===== config.mk =====
export PLATFORM = sky130hd
export DESIGN_NAME = pmreg_file
export DESIGN_NICKNAME = d
export VERILOG_FILES = /design/src/rtl/pmreg_pkg.sv /design/src/rtl/pmreg_index.sv /design/src/rtl/pmreg_status.sv /design/src/rtl/pmreg_wdt_cfg.sv /design/src/rtl/pmreg_file.sv
export SDC_FILE = /design/constraint.sdc
export NUM_CORES = 1
export LEC_CHECK = 0
export ABC_AREA = 1
export ABC_CLOCK_PERIOD_IN_PS = 3520
export BUFFER_PORTS_ARGS = -buffer_cell sky130_fd_sc_hd__buf_2
export CORE_AREA = 2 2 97 136
export DETAILED_ROUTE_END_ITERATION = 10
export DIE_AREA = 0 0 99 138
export GPL_TIMING_DRIVEN = 0
export MAX_ROUTING_LAYER = met4
export PLACE_DENSITY = 0.7
export SYNTH_ARGS = -nofsm -noshare
export SYNTH_HDL_FRONTEND = slang
export SYNTH_HIERARCHICAL = 1
export SYNTH_SLANG_ARGS = --single-unit
export TNS_END_PERCENT = 1

===== constraint.sdc =====
create_clock -name clk -period 3.52 [get_ports clk]
set_input_delay 0.176 -clock clk [delete_from_list [all_inputs] [get_ports clk]]
set_output_delay 0.176 -clock clk [all_outputs]
set_load 0.005 [all_outputs]

===== src/rtl/pmreg_pkg.sv =====
package pmreg_pkg;
  localparam int BYTE_W = 8;
  typedef logic [BYTE_W-1:0] byte_t;
endpackage


===== src/rtl/pmreg_index.sv =====
module pmreg_index
  import pmreg_pkg::*;
(
  input  logic  clk,
  input  logic  rst,
  input  logic  we,
  input  byte_t wdata,
  output byte_t idx
);
  always_ff @(posedge clk) begin
    if (rst)     idx <= '0;
    else if (we) idx <= wdata;
  end
endmodule


===== src/rtl/pmreg_status.sv =====
module pmreg_status
  import pmreg_pkg::*;
#(
  parameter int NBYTES = 4,
  localparam int W = NBYTES * BYTE_W
) (
  input  logic              clk,
  input  logic              por,
  input  logic              rst,
  input  logic              view_dbg,
  input  logic [NBYTES-1:0] wr_b,
  input  byte_t             wdata,
  input  logic [W-1:0]      cause_set,
  output logic [W-1:0]      stat_q,
  output logic [W-1:0]      dbg_q
);
  byte_t stat_b [NBYTES];
  byte_t dbg_b  [NBYTES];

  for (genvar b = 0; b < NBYTES; b++) begin : g_byte
    byte_t clr_b;
    // clear mask only applies in the cause view
    assign clr_b = (wr_b[b] && !view_dbg) ? wdata : '0;

    // sticky causes: only power-on clears; a set pulse outranks the clear
    always_ff @(posedge clk) begin
      if (por) stat_b[b] <= '0;
      else     stat_b[b] <= (stat_b[b] & ~clr_b) | cause_set[b*BYTE_W +: BYTE_W];
    end

    always_ff @(posedge clk) begin
      if (por || rst)                 dbg_b[b] <= '0;
      else if (wr_b[b] && view_dbg)   dbg_b[b] <= wdata;
    end

    assign stat_q[b*BYTE_W +: BYTE_W] = stat_b[b];
    assign dbg_q[b*BYTE_W +: BYTE_W]  = dbg_b[b];
  end
endmodule


===== src/rtl/pmreg_wdt_cfg.sv =====
module pmreg_wdt_cfg
  import pmreg_pkg::*;
#(
  parameter int NBYTES = 4,
  parameter int ALIGN  = 3,
  parameter int RES_W  = 2,
  parameter int DIS_BIT = 7,
  localparam int W = NBYTES * BYTE_W
) (
  input  logic              clk,
  input  logic              rst,
  input  logic              ctl_we,
  input  logic [NBYTES-1:0] base_we,
  input  byte_t             wdata,
  output logic [RES_W-1:0]  res_q,
  output logic              dis_q,
  output logic [W-1:0]      base_q
);
  localparam logic [W-1:0] ALIGN_MASK = ~((W'(1) << ALIGN) - W'(1));

  always_ff @(posedge clk) begin
    if (rst) begin
      res_q <= '0;
      dis_q <= 1'b1;
    end else if (ctl_we) begin
      res_q <= wdata[RES_W-1:0];
      dis_q <= wdata[DIS_BIT];
    end
  end

  byte_t base_b [NBYTES];
  for (genvar b = 0; b < NBYTES; b++) begin : g_base
    always_ff @(posedge clk) begin
      if (rst)             base_b[b] <= '0;
      else if (base_we[b]) base_b[b] <= wdata & ALIGN_MASK[b*BYTE_W +: BYTE_W];
    end
    assign base_q[b*BYTE_W +: BYTE_W] = base_b[b];
  end
endmodule


===== src/rtl/pmreg_file.sv =====
module pmreg_file
  import pmreg_pkg::*;
#(
  parameter int          STAT_BYTES    = 4,
  parameter int          BASE_BYTES    = 4,
  parameter logic [7:0]  IDX_STAT      = 8'hC0,
  parameter logic [7:0]  IDX_MODE      = 8'hC4,
  parameter logic [7:0]  IDX_WDCTL     = 8'h4C,
  parameter logic [7:0]  IDX_WDBASE    = 8'h50,
  parameter int          VIEW_BIT      = 2,
  parameter int          WDT_CAUSE_BIT = 25,
  parameter int          BASE_ALIGN    = 3,
  parameter int          RES_W         = 2,
  parameter int          DIS_BIT       = 7,
  localparam int         STAT_W        = STAT_BYTES * BYTE_W,
  localparam int         BASE_W        = BASE_BYTES * BYTE_W
) (
  input  logic              clk,
  input  logic              por,
  input  logic              rst,
  input  logic              bus_wr,
  input  logic              bus_rd,
  input  logic              bus_addr,
  input  logic [7:0]        bus_wdata,
  output logic [7:0]        bus_rdata,
  input  logic [STAT_W-1:0] cause_set,
  output logic              prev_wdt_reset,
  output logic [RES_W-1:0]  wdt_res,
  output logic              wdt_disable,
  output logic [BASE_W-1:0] wdt_base
);
  logic        warm_any, idx_we, data_we, view_dbg;
  byte_t       idx_q, mode_q, rd_byte;
  logic [STAT_BYTES-1:0] stat_we;
  logic [BASE_BYTES-1:0] base_we;
  logic                  ctl_we;
  logic [STAT_W-1:0]     stat_q, dbg_q;

  assign warm_any = rst | por;
  assign idx_we   = bus_wr & ~bus_addr & ~warm_any;
  assign data_we  = bus_wr &  bus_addr & ~warm_any;

  pmreg_index u_idx (
    .clk   (clk),
    .rst   (warm_any),
    .we    (idx_we),
    .wdata (bus_wdata),
    .idx   (idx_q)
  );

  always_ff @(posedge clk) begin
    if (warm_any)                         mode_q <= '0;
    else if (data_we && idx_q == IDX_MODE) mode_q <= bus_wdata;
  end
  assign view_dbg = mode_q[VIEW_BIT];

  for (genvar b = 0; b < STAT_BYTES; b++) begin : g_stat_we
    assign stat_we[b] = data_we && (idx_q == IDX_STAT + 8'(b));
  end
  for (genvar b = 0; b < BASE_BYTES; b++) begin : g_base_we
    assign base_we[b] = data_we && (idx_q == IDX_WDBASE + 8'(b));
  end
  assign ctl_we = data_we && (idx_q == IDX_WDCTL);

  pmreg_status #(.NBYTES(STAT_BYTES)) u_stat (
    .clk       (clk),
    .por       (por),
    .rst       (rst),
    .view_dbg  (view_dbg),
    .wr_b      (stat_we),
    .wdata     (bus_wdata),
    .cause_set (cause_set),
    .stat_q    (stat_q),
    .dbg_q     (dbg_q)
  );

  pmreg_wdt_cfg #(
    .NBYTES (BASE_BYTES),
    .ALIGN  (BASE_ALIGN),
    .RES_W  (RES_W),
    .DIS_BIT(DIS_BIT)
  ) u_wdt (
    .clk     (clk),
    .rst     (warm_any),
    .ctl_we  (ctl_we),
    .base_we (base_we),
    .wdata   (bus_wdata),
    .res_q   (wdt_res),
    .dis_q   (wdt_disable),
    .base_q  (wdt_base)
  );

  always_comb begin
    rd_byte = '0;
    if (!bus_addr) begin
      rd_byte = idx_q;
    end else begin
      for (int b = 0; b < STAT_BYTES; b++)
        if (idx_q == IDX_STAT + 8'(b))
          rd_byte = view_dbg ? dbg_q[b*BYTE_W +: BYTE_W] : stat_q[b*BYTE_W +: BYTE_W];
      for (int b = 0; b < BASE_BYTES; b++)
        if (idx_q == IDX_WDBASE + 8'(b))
          rd_byte = wdt_base[b*BYTE_W +: BYTE_W];
      if (idx_q == IDX_MODE) rd_byte = mode_q;
      if (idx_q == IDX_WDCTL) begin
        rd_byte[RES_W-1:0] = wdt_res;
        rd_byte[DIS_BIT]   = wdt_disable;
      end
    end
  end

  always_ff @(posedge clk) begin
    if (warm_any)    bus_rdata <= '0;
    else if (bus_rd) bus_rdata <= rd_byte;
  end

  assign prev_wdt_reset = stat_q[WDT_CAUSE_BIT];
endmodule


==> flow_metrics.env <==
export IMPL_p_int_mw=2.76
export IMPL_synthXorXnorAreaFrac=0
export IMPL_peakVddDrop_v=0.000251
export IMPL_clkSlewWorstSetupHoldPaths_ns=0.06
export IMPL_port_buffers=85
export IMPL_crit_slowest_cell="nor2_1"
export IMPL_grt_pass1_vias=5203
export IMPL_nFillCells=1173
export IMPL_p_sw_frac=0.226
export IMPL_postPlaceCellArea_sq_mm=0.00675
export IMPL_synth_top_cell_area_share=0.299
export IMPL_pwr_share_seq=0.437
export IMPL_cts_tree="built"
export IMPL_crit_type="in2reg"
export IMPL_synthAdderAreaFrac=0
export IMPL_vias=5439
export IMPL_wl_per_cell_um=16.3
export IMPL_fin_setup_tns_ns=0
export IMPL_required_ns=3.60
export IMPL_crit_path_end_kind="flop"
export IMPL_cellPowerDensity_mw_per_mm2=479
export IMPL_grt_max_degree=17
export IMPL_numCtsBuffers=17
export IMPL_grt_busiest_layer="met2"
export IMPL_drtIter0Drc=317
export IMPL_min_path_type="in2reg"
export IMPL_cts_max_level=4
export IMPL_outcome="complete, no violations"
export IMPL_placedCellCount=1003
export IMPL_synth_mux_area_frac=0.00653
export IMPL_drive_gt1_frac=0.240
export IMPL_path_cells="buf_2, nor2_1, inv_1, nor3_4, inv_2, nor3_1, buf_2, nand2_1, nand2_1"
export IMPL_synth_area_leader_cell="edfxtp_1"
export IMPL_cp_arrival_ns=2.45
export IMPL_ys_ff_latch=120
export IMPL_clock_latency_ns=0.42
export IMPL_grtUsageMet2=0.472
export IMPL_antenna_found_initial=0
export IMPL_track_usage=0.264
export IMPL_routed_via_density=5.21
export IMPL_period_share=0.673
export IMPL_dr_pass1_iters=5
export IMPL_start_util=0.488
export IMPL_clockPowerShare=0.497
export IMPL_fin_skew_ns=0.00769
export IMPL_area_growth_pct=21.4
export IMPL_diodes=0
export IMPL_setup_viol=0
export IMPL_rows=49
export IMPL_maxCapViolCount=0
export IMPL_ys_types=38
export IMPL_rr_startpoint="u_idx/idx[0]$_SDFFE_PP0P_"
export IMPL_ys_warn_count=6
export IMPL_nNetsFinal=923
export IMPL_antenna_left=0
export IMPL_r2r_slack_ns=1.33
export IMPL_fin_area_sq_mm=0.00744
export IMPL_cp_max_fo=10
export IMPL_grt_pass1_wl_um=26900
export IMPL_coreArea_sq_mm=0.0126
export IMPL_synth_top_family_by_area="simple AND/OR/NAND/NOR gates"
export IMPL_startpoint="rst"
export IMPL_synth_simple_area_share=0.316
export IMPL_use_met3=0.0470
export IMPL_drc_errors=0
export IMPL_drt_total_wl_um=17000
export IMPL_finalMaxSlewViolations=0
export IMPL_power_switching_mw=0.807
export IMPL_die_area_sq_mm=0.0137
export IMPL_die_w_um=99
export IMPL_overflow=0
export IMPL_rsz0062_at_grt="false"
export IMPL_hpwl_um=12500
export IMPL_finalNonFillerCells=1043
export IMPL_ios=90
export IMPL_slew_headroom=0.424
export IMPL_globalplace_congestion=0.912
export IMPL_yosysSeqAreaShare=0.492
export IMPL_postCtsSetupRepairBufs=0
export IMPL_startpoint_type="primary input"
export IMPL_grtUsageMet1=0.286
export IMPL_critPathMaxStageDelay_ns=0.50
export IMPL_layout_min_cycle_time_ns=2.37
export IMPL_hold_viol=0
export IMPL_min_delay_start="cause_set[12]"
export IMPL_syn_area_sq_mm=0.00613
export IMPL_whs_path_depth=3
export IMPL_worstMarginPinSlew_ns=0.864
export IMPL_synth_compound_area_share=0.0880
export IMPL_clock_sinks=120
export IMPL_clock_fmax_mhz=422
export IMPL_power_leakage_nw=3.44
export IMPL_pwr_share_comb=0.067
export IMPL_cts_root_buffer="clkbuf_16"
export IMPL_worstRegToRegCells=8
export IMPL_die_h_um=138
export IMPL_synthTopCellsByArea="edfxtp_1 30%, dfxtp_1 19%, nand2_1 12%, nor2_1 6.9%, inv_1 5.3%"
export IMPL_cts_max_path_buffers=2
export IMPL_avgSynthCellArea_sq_um=8.03
export IMPL_postSynthCellCount=763
power groups by stage:
stage	combinational, mW	clock, mW	sequential (mW)
4_1_cts	0.237	1.77	1.56
2_1_floorplan	0.132	0	1.58
3_5_place_dp	0.229	0	1.59
5_1_grt	0.263	1.84	1.56
6_report	0.238	1.77	1.56
3_3_place_gp	0.227	0	1.58
routing by layer:
metal,routed length (um),part of all wire,up-vias
met4,532,0.031,0
met2,9150,0.54,196
met5,0,0,-
met3,963,0.057,37
met1,6370,0.37,2543
li1,-,-,2663
logic make-up (layout without fill, tap and decap cells):
group	count (synthesis)	count (layout)
mux	4	4
buf+inv	130	255
flops	120	120
simple gates	425	425
compound gates	83	83
other cells	1	3
layout by cell type, fill, tap and decap left out, drive strengths merged:
cell / netlist / final
clkinvlp: 0 / 2
nand3: 71 / 71
nand4: 8 / 8
dfxtp: 59 / 59
or2: 5 / 5
o21ai: 17 / 17
conb: 1 / 3
mux2i: 4 / 4
buf: 28 / 113
o211ai: 1 / 1
inv: 97 / 97
nor2: 121 / 121
nor3: 7 / 7
a21oi: 62 / 62
clkbuf: 2 / 22
o2111ai: 1 / 1
dlygate4sd3: 0 / 8
clkinv: 3 / 10
nand2: 213 / 213
a21boi: 2 / 2
bufinv: 0 / 3
edfxtp: 61 / 61
path summary, 6_finish.rpt:
path | end
hold / removal | u_stat/stat_b[0][12]$_SDFF_PP0_
setup / recovery | u_stat/dbg_b[0][6]$_SDFFCE_PN0P_
setup reg to reg | u_stat/dbg_b[2][7]$_SDFFCE_PN0P_
hold reg to reg | mode_q[6]$_SDFFE_PN0P_
repair_timing:
item / CTS / global route
endpoints found under the hold margin: 8 / 0
hold buffers: 8 / 0
resized for setup: 0 / 0
endpoints found under the setup margin: 0 / 0
worst max-delay path: cells and delay by family:
kind | cells | cell delay [ns]
AND/OR/NAND/NOR | 5 | 1.43
buffers and inverters | 4 | 0.82
per-stage QoR:
| stage | total power, mW | hold WS, ns | worst slack, ns | util |
|---|---|---|---|---|
| global placement | 1.81 | 0.422 | 0.787 | 0.537 |
| finish | 3.56 | 0.00486 | 1.15 | 0.592 |
| CTS | 3.57 | 0.000247 | 1.19 | 0.592 |
| floorplan | 1.71 | 0.298 | 1.62 | - |
| global route | 3.66 | 0.000709 | 0.994 | 0.592 |
| detailed placement | 1.81 | 0.418 | 0.775 | 0.537 |
final cells by class:
type	instances	area, sq um	share of cell area
clock buffers	20	457	0.0614
well taps	153	191	0.0257
flip-flops and latches	120	3010	0.405
plain buffers	30	213	0.0286
repair buffers	93	505	0.0679
multi-input cells	515	2530	0.340
inverters	100	383	0.0515
clock inverters	12	151	0.0203
synthesized netlist by cell type (all sizes together):
master	instances
nor3	7
a21boi	2
buf	28
a21oi	62
nand2	213
o21ai	17
mux2i	4
clkbuf	2
o211ai	1
clkinv	3
nand3	71
conb	1
o2111ai	1
or2	5
inv	97
nand4	8
nor2	121
edfxtp	61
dfxtp	59
flip-flops by register name (all words and copies together), names as in the netlist:
| signal | count |
|---|---|
| mode_q | 8 |
| u_stat/stat_b | 32 |
| u_wdt/res_q | 2 |
| bus_rdata | 8 |
| u_idx/idx | 8 |
| u_wdt/base_b | 29 |
| u_stat/dbg_b | 32 |
| u_wdt/dis_q | 1 |
Note: power is estimated with default switching activity, not from simulation.
